## config.mk

```make
export PLATFORM = sky130hd
export DESIGN_NAME = board_ctl
export DESIGN_NICKNAME = d
export VERILOG_FILES = /design/src/rtl/board_ctl_pkg.sv /design/src/rtl/bc_src_capture.sv /design/src/rtl/bc_irl_encoder.sv /design/src/rtl/bc_regs.sv /design/src/rtl/board_ctl.sv
export SDC_FILE = /design/constraint.sdc
export NUM_CORES = 1
export LEC_CHECK = 0
export ABC_AREA = 1
export ABC_CLOCK_PERIOD_IN_PS = 2000
export BUFFER_PORTS_ARGS = -buffer_cell sky130_fd_sc_hd__buf_2
export CORE_MARGIN = 8
export CORE_UTILIZATION = 55
export DETAILED_ROUTE_END_ITERATION = 10
export PLACE_DENSITY = 0.89
export SLEW_MARGIN = 25
export SYNTH_ARGS = -nofsm -noshare
export SYNTH_HDL_FRONTEND = slang
export SYNTH_SLANG_ARGS = --single-unit
```

## constraint.sdc

```tcl
create_clock -name clk_i -period 2 [get_ports clk_i]
set_input_delay 0.2 -clock clk_i [delete_from_list [all_inputs] [get_ports clk_i]]
set_output_delay 0.2 -clock clk_i [all_outputs]
set_load 0.02 [all_outputs]
```

## src/rtl/board_ctl_pkg.sv

```systemverilog
package board_ctl_pkg;
  localparam int NUM_SRC = 13;
  localparam int DW      = 16;
  localparam int AW      = 6;
  localparam int LW      = 4;
  localparam int NUM_LVL = 1 << LW;

  localparam logic [AW-1:0] OFS_MASK = 6'h00;
  localparam logic [AW-1:0] OFS_PWR  = 6'h30;
  localparam logic [AW-1:0] OFS_VER  = 6'h32;
  localparam logic [AW-1:0] OFS_OUT  = 6'h36;
  localparam logic [DW-1:0] VER_VAL  = 16'h0010;

  // status/mask bit used by source k
  function automatic int src_bit(input int k);
    case (k)
      0: return 9;   1: return 8;   2: return 14;  3: return 13;
      4: return 12;  5: return 11;  6: return 10;  7: return 6;
      8: return 5;   9: return 4;   10: return 7;  11: return 0;
      default: return 15;
    endcase
  endfunction

  // priority level of source k (0 = most urgent)
  function automatic int src_lvl(input int k);
    case (k)
      0: return 1;   1: return 2;   2: return 9;   3: return 10;
      4: return 3;   5: return 0;   6: return 4;   7: return 5;
      8: return 6;   9: return 7;   10: return 8;  11: return 11;
      default: return 12;
    endcase
  endfunction
endpackage

```

## src/rtl/bc_src_capture.sv

```systemverilog
module bc_src_capture
  import board_ctl_pkg::*;
#(
  parameter int N = NUM_SRC,
  parameter int W = DW
) (
  input  logic         clk_i,
  input  logic         rst_ni,
  input  logic [N-1:0] src_i,
  output logic [W-1:0] status_o
);
  logic [W-1:0] status_d;

  always_comb begin
    status_d = '0;
    for (int k = 0; k < N; k++) status_d[src_bit(k)] = src_i[k];
  end

  always_ff @(posedge clk_i or negedge rst_ni) begin
    if (!rst_ni) status_o <= '0;
    else         status_o <= status_d;
  end
endmodule

```

## src/rtl/bc_irl_encoder.sv

```systemverilog
module bc_irl_encoder
  import board_ctl_pkg::*;
#(
  parameter int N = NUM_SRC,
  parameter int W = DW,
  parameter int L = LW
) (
  input  logic [W-1:0] status_i,
  input  logic [W-1:0] mask_i,
  output logic [L-1:0] irl_o
);
  localparam int NL = 1 << L;

  logic [W-1:0]  pend;
  logic [NL-1:0] lvl_hit;
  logic [L-1:0]  win;
  logic          any;

  assign pend = status_i & mask_i;

  // regroup pending bits by priority level
  always_comb begin
    lvl_hit = '0;
    for (int k = 0; k < N; k++)
      lvl_hit[src_lvl(k)] = lvl_hit[src_lvl(k)] | pend[src_bit(k)];
  end

  // lowest set level wins
  always_comb begin
    win = '1;
    any = 1'b0;
    for (int l = NL - 1; l >= 0; l--) begin
      if (lvl_hit[l]) begin
        win = L'(l);
        any = 1'b1;
      end
    end
  end

  assign irl_o = any ? (win ^ {L{1'b1}}) : '0;
endmodule

```

## src/rtl/bc_regs.sv

```systemverilog
module bc_regs
  import board_ctl_pkg::*;
#(
  parameter int W = DW,
  parameter int A = AW
) (
  input  logic         clk_i,
  input  logic         rst_ni,
  input  logic         req_i,
  input  logic         we_i,
  input  logic [A-1:0] addr_i,
  input  logic [W-1:0] wdata_i,
  output logic [W-1:0] rdata_o,
  output logic [W-1:0] mask_o,
  output logic [W-1:0] out_port_o,
  output logic         pwr_off_o
);
  logic wr, rd;
  logic [W-1:0] rd_val;

  assign wr = req_i & we_i;
  assign rd = req_i & ~we_i;

  always_comb begin
    unique case (addr_i)
      OFS_MASK: rd_val = mask_o;
      OFS_OUT:  rd_val = out_port_o;
      OFS_VER:  rd_val = VER_VAL;
      default:  rd_val = '0;
    endcase
  end

  always_ff @(posedge clk_i or negedge rst_ni) begin
    if (!rst_ni) begin
      mask_o     <= '0;
      out_port_o <= '0;
      pwr_off_o  <= 1'b0;
      rdata_o    <= '0;
    end else begin
      pwr_off_o <= wr && (addr_i == OFS_PWR) && wdata_i[0];
      if (wr && addr_i == OFS_MASK) mask_o     <= wdata_i;
      if (wr && addr_i == OFS_OUT)  out_port_o <= wdata_i;
      if (rd)                       rdata_o    <= rd_val;
    end
  end
endmodule

```

## src/rtl/board_ctl.sv

```systemverilog
module board_ctl
  import board_ctl_pkg::*;
(
  input  logic               clk_i,
  input  logic               rst_ni,
  input  logic [NUM_SRC-1:0] src_i,
  input  logic               req_i,
  input  logic               we_i,
  input  logic [AW-1:0]      addr_i,
  input  logic [DW-1:0]      wdata_i,
  output logic [DW-1:0]      rdata_o,
  output logic [LW-1:0]      irl_o,
  output logic [DW-1:0]      out_port_o,
  output logic               pwr_off_o
);
  logic [DW-1:0] status;
  logic [DW-1:0] mask;

  bc_src_capture #(.N(NUM_SRC), .W(DW)) u_cap (
    .clk_i    (clk_i),
    .rst_ni   (rst_ni),
    .src_i    (src_i),
    .status_o (status)
  );

  bc_regs #(.W(DW), .A(AW)) u_regs (
    .clk_i      (clk_i),
    .rst_ni     (rst_ni),
    .req_i      (req_i),
    .we_i       (we_i),
    .addr_i     (addr_i),
    .wdata_i    (wdata_i),
    .rdata_o    (rdata_o),
    .mask_o     (mask),
    .out_port_o (out_port_o),
    .pwr_off_o  (pwr_off_o)
  );

  // fed only by registers, so irl_o moves one clock after its cause
  bc_irl_encoder #(.N(NUM_SRC), .W(DW), .L(LW)) u_enc (
    .status_i (status),
    .mask_i   (mask),
    .irl_o    (irl_o)
  );
endmodule

```

==> results by group <==
Global routing
  • Vias in the first global route: 2193
  • Antenna violations before repair: 0
  • Largest net degree at the start of global routing: 35
  • GR Overflow Total: 0
  • First-pass GRT wire length: 10280 µm
  • Tot GR Track Use: 0.1832

Critical path
  • CP Data Arrival Time: 1610 ps
  • Critical path type: reg -> out
  • Most used cell, CP: nand2_1
  • Slowest cell on crit path: dfrtp_1
  • RR Endpoint: u_regs.rdata_o[4]
  • Crit path max-delay family: simple AND/OR/NAND/NOR gates
  • Levels on crit path: 14
  • Worst endpoint required time: 1800 ps
  • Critical path endpoint: irl_o[0]
  • Peak fanout along the critical path: 3
  • RR Startpoint: u_regs.mask_o[4]
  • Slowest stage delay, CP: 410 ps
  • Critical Path End Type: output pin
  • Crit path launch type: flip-flop
  • Worst-path cell chain: nand2_1 -> nand2_1 -> nand2_1 -> nand2_1 -> nand2_1 -> nand2_1 -> nand2_1 -> nand2_1 -> nand2_1 -> nand2_1 -> nand2_1 -> nand2_1 -> nand2_1 -> buf_2
  • Buf/Inv on CP: 1
  • Worst setup path start: u_regs.mask_o[0]
  • FF-to-FF path depth: 4
  • Flop-to-flop setup slack: 950 ps

Clock network
  • CTS H-tree depth: 3
  • CTS tree: done
  • Clk root buf: clkbuf_8
  • CTS Buf Count: 9
  • Clk slew on worst S/H paths: 60 ps
  • Clock Path Buffers: 2
  • Post-CTS Setup Bufs: 0
  • Clock Sinks: 62
  • Clk_lat worst skew: 320 ps

Timing
  • Final setup fails: 0
  • Final critical-path share of the clock period: 0.9038
  • Setup Skew: 3.258 ps
  • Fmax: 0.5532 GHz
  • Period minus WS final: 1808 ps
  • Final setup TNS: 0 ps
  • Slew at the pin with the worst max-slew slack: 848.3 ps
  • Fin. max-slew vios: 0
  • RSZ-0062 raised after global routing: no
  • Relative slew slack: 0.4339
  • Final hold vios: 0

Power and ir drop
  • Clock power frac: 0.367
  • Combinational group share of total power: 0.130
  • Cell internal pwr: 2.040 mW
  • Power Total: 2.732 mW
  • Net Sw Frac: 0.2535
  • NetSw: 0.6926 mW
  • Pleak: 1.784 nW
  • Worst VDD drop: 0.4550 mV
  • Sequential power share: 0.502
  • Pwr Density: 828.7 nW/µm²

Place
  • Final GP Congestion: 0.7636
  • HPWL after DPL: 4245 µm
  • I/O Buffers: 75
  • Placed cells: 384

Cells and area
  • Synth-to-layout area growth: 28.22%
  • Final #Nets: 394
  • Final Instance Count excl. Fillers: 413
  • Fraction of layout cells with a size suffix above 1: 0.3175
  • Layout Utilization: 0.7122
  • Fillers: 353
  • Antenna cell count: 0

Synthesis
  • Yosys Warn Count: 0
  • #FFs+latches synth: 62
  • Mapped Cells: 263
  • Synth Net Count: 302
  • Post-synth EDFFs: 0
  • Yosys top cell area share: 0.6034
  • Part of the Yosys area used for sequential elements: 0.6034
  • Main flop type after synthesis: dfrtp_1
  • Ys async rst share: 1.000
  • Synth area leader: dfrtp_1
  • Syn_area_per_cell: 9.776 µm²
  • Synth area leaders: dfrtp_1 (60%), nand2_1 (13%), o21ai_2 (5.5%), o21ai_0 (4.5%), a22oi_1 (4.4%)
  • Mapped Area: 2571 µm²
  • Post-synthesis cell type count: 25
  • Commonest cells in the synthesized netlist: nand2_1 (87), dfrtp_1 (62), o21ai_0 (23)
  • Top-count cell post-synth: nand2_1

Drt
  • Initial drt markers: 138
  • Vias/cell: 5.220
  • Final wirelength: 6217 µm
  • Routed via count: 2156
  • Pre-antenna DRT Iters: 6
  • DRC violations left: 0
  • Routed length per instance: 15.05 µm
  • Post-route ant nets: 0

Die
  • Die span in x: 84.38 µm
  • Chip height: 84.38 µm
  • Initial Utilization: 0.5554
  • Core Box Area: 4629 µm²
  • I/O pins: 76
  • Cell row count: 25
  • Die ar.: 7119 µm²

Min path
  • Hold WC Path Type: in -> reg
  • WHS Path Cells: 3

Run
  • MaxCap Viol Count: 0

Status
  • Outcome: completed
[through the flow]
step	area, µm²	setup slack [ps]	hold slack, ps
detailed placement	2970	455.2	263.0
finish	3297	192.5	135.1
CTS	3297	180.7	122.4
floorplan	2571	726.6	-95.59
global route	3297	42.09	134.7
global placement	2970	515.8	255.8
[power groups by stage]
stage                     clock (mW)  combinational, mW  sequential [mW]
after floorplan                    0              0.154             1.42
after global placement             0              0.326             1.39
after detailed placement           0              0.335             1.39
after CTS                       1.02              0.358             1.37
after global routing            1.09              0.395             1.38
final                           1.00              0.355             1.37
[worst min-delay path by stage]
stage / endpoint / from / slack [ps]
after floorplan: u_cap.status_o[0] / rst_ni / -100
after global placement: u_regs.out_port_o[2] / rst_ni / 260
after detailed placement: u_regs.out_port_o[2] / rst_ni / 260
after CTS: u_regs.mask_o[5] / wdata_i[5] / 120
after global routing: u_regs.mask_o[6] / wdata_i[6] / 130
final: u_regs.mask_o[4] / wdata_i[4] / 140
[tightest hold or removal path: stages]
cell and delay [ps]:
buf_2 90, inv_1 70, o21ai_2 60
[layout by cell type (no fill, tap or decap), types with 2 or more instances in the layout]
cell	instances
o21ai_0	23
clkbuf_8	13
buf_2	75
o21ai_1	10
buf_4	2
clkbuf_1	2
o21ai_2	16
a22oi_1	15
dfrtp_1	62
nor2_1	5
inv_1	21
nand2_1	87
dlygate4sd3_1	14
[flip-flops by register name (all words and copies together), names as in the netlist]
| signal | cells |
|---|---|
| u_regs.pwr_off_o | 1 |
| u_regs.rdata_o | 16 |
| u_regs.mask_o | 16 |
| u_regs.out_port_o | 16 |
| u_cap.status_o | 13 |
[routing by layer]
layer | part of all wire | wire length, µm | global-route usage | up-vias
met4 | 0.025 | 155 | 0.09871 | 0
li1 | - | - | - | 1041
met1 | 0.39 | 2410 | 0.1936 | 1029
met2 | 0.52 | 3206 | 0.3159 | 74
met3 | 0.071 | 444 | 0.06049 | 12
met5 | 0 | 0 | 0 | -
[cell type report]
type,count,area [µm²],share of cell area
clock buffers,15,186.4,0.05655
inverters,22,82.58,0.02505
multi-input cells,168,858.3,0.2603
flip-flops and latches,62,1551,0.4706
well taps,54,67.56,0.02049
repair buffers,92,550.5,0.1670
[logic make-up after synthesis]
family,Yosys count,share of synthesized area
flops,62,0.6034
compound gates,68,0.1747
buf+inv,33,0.06277
simple gates,100,0.1591
[what timing repair did]
action	CTS	global route
hold buffers	14	0
endpoints found under the hold margin	41	0
gates resized for setup	0	0
(Power assumes the default switching activity.)
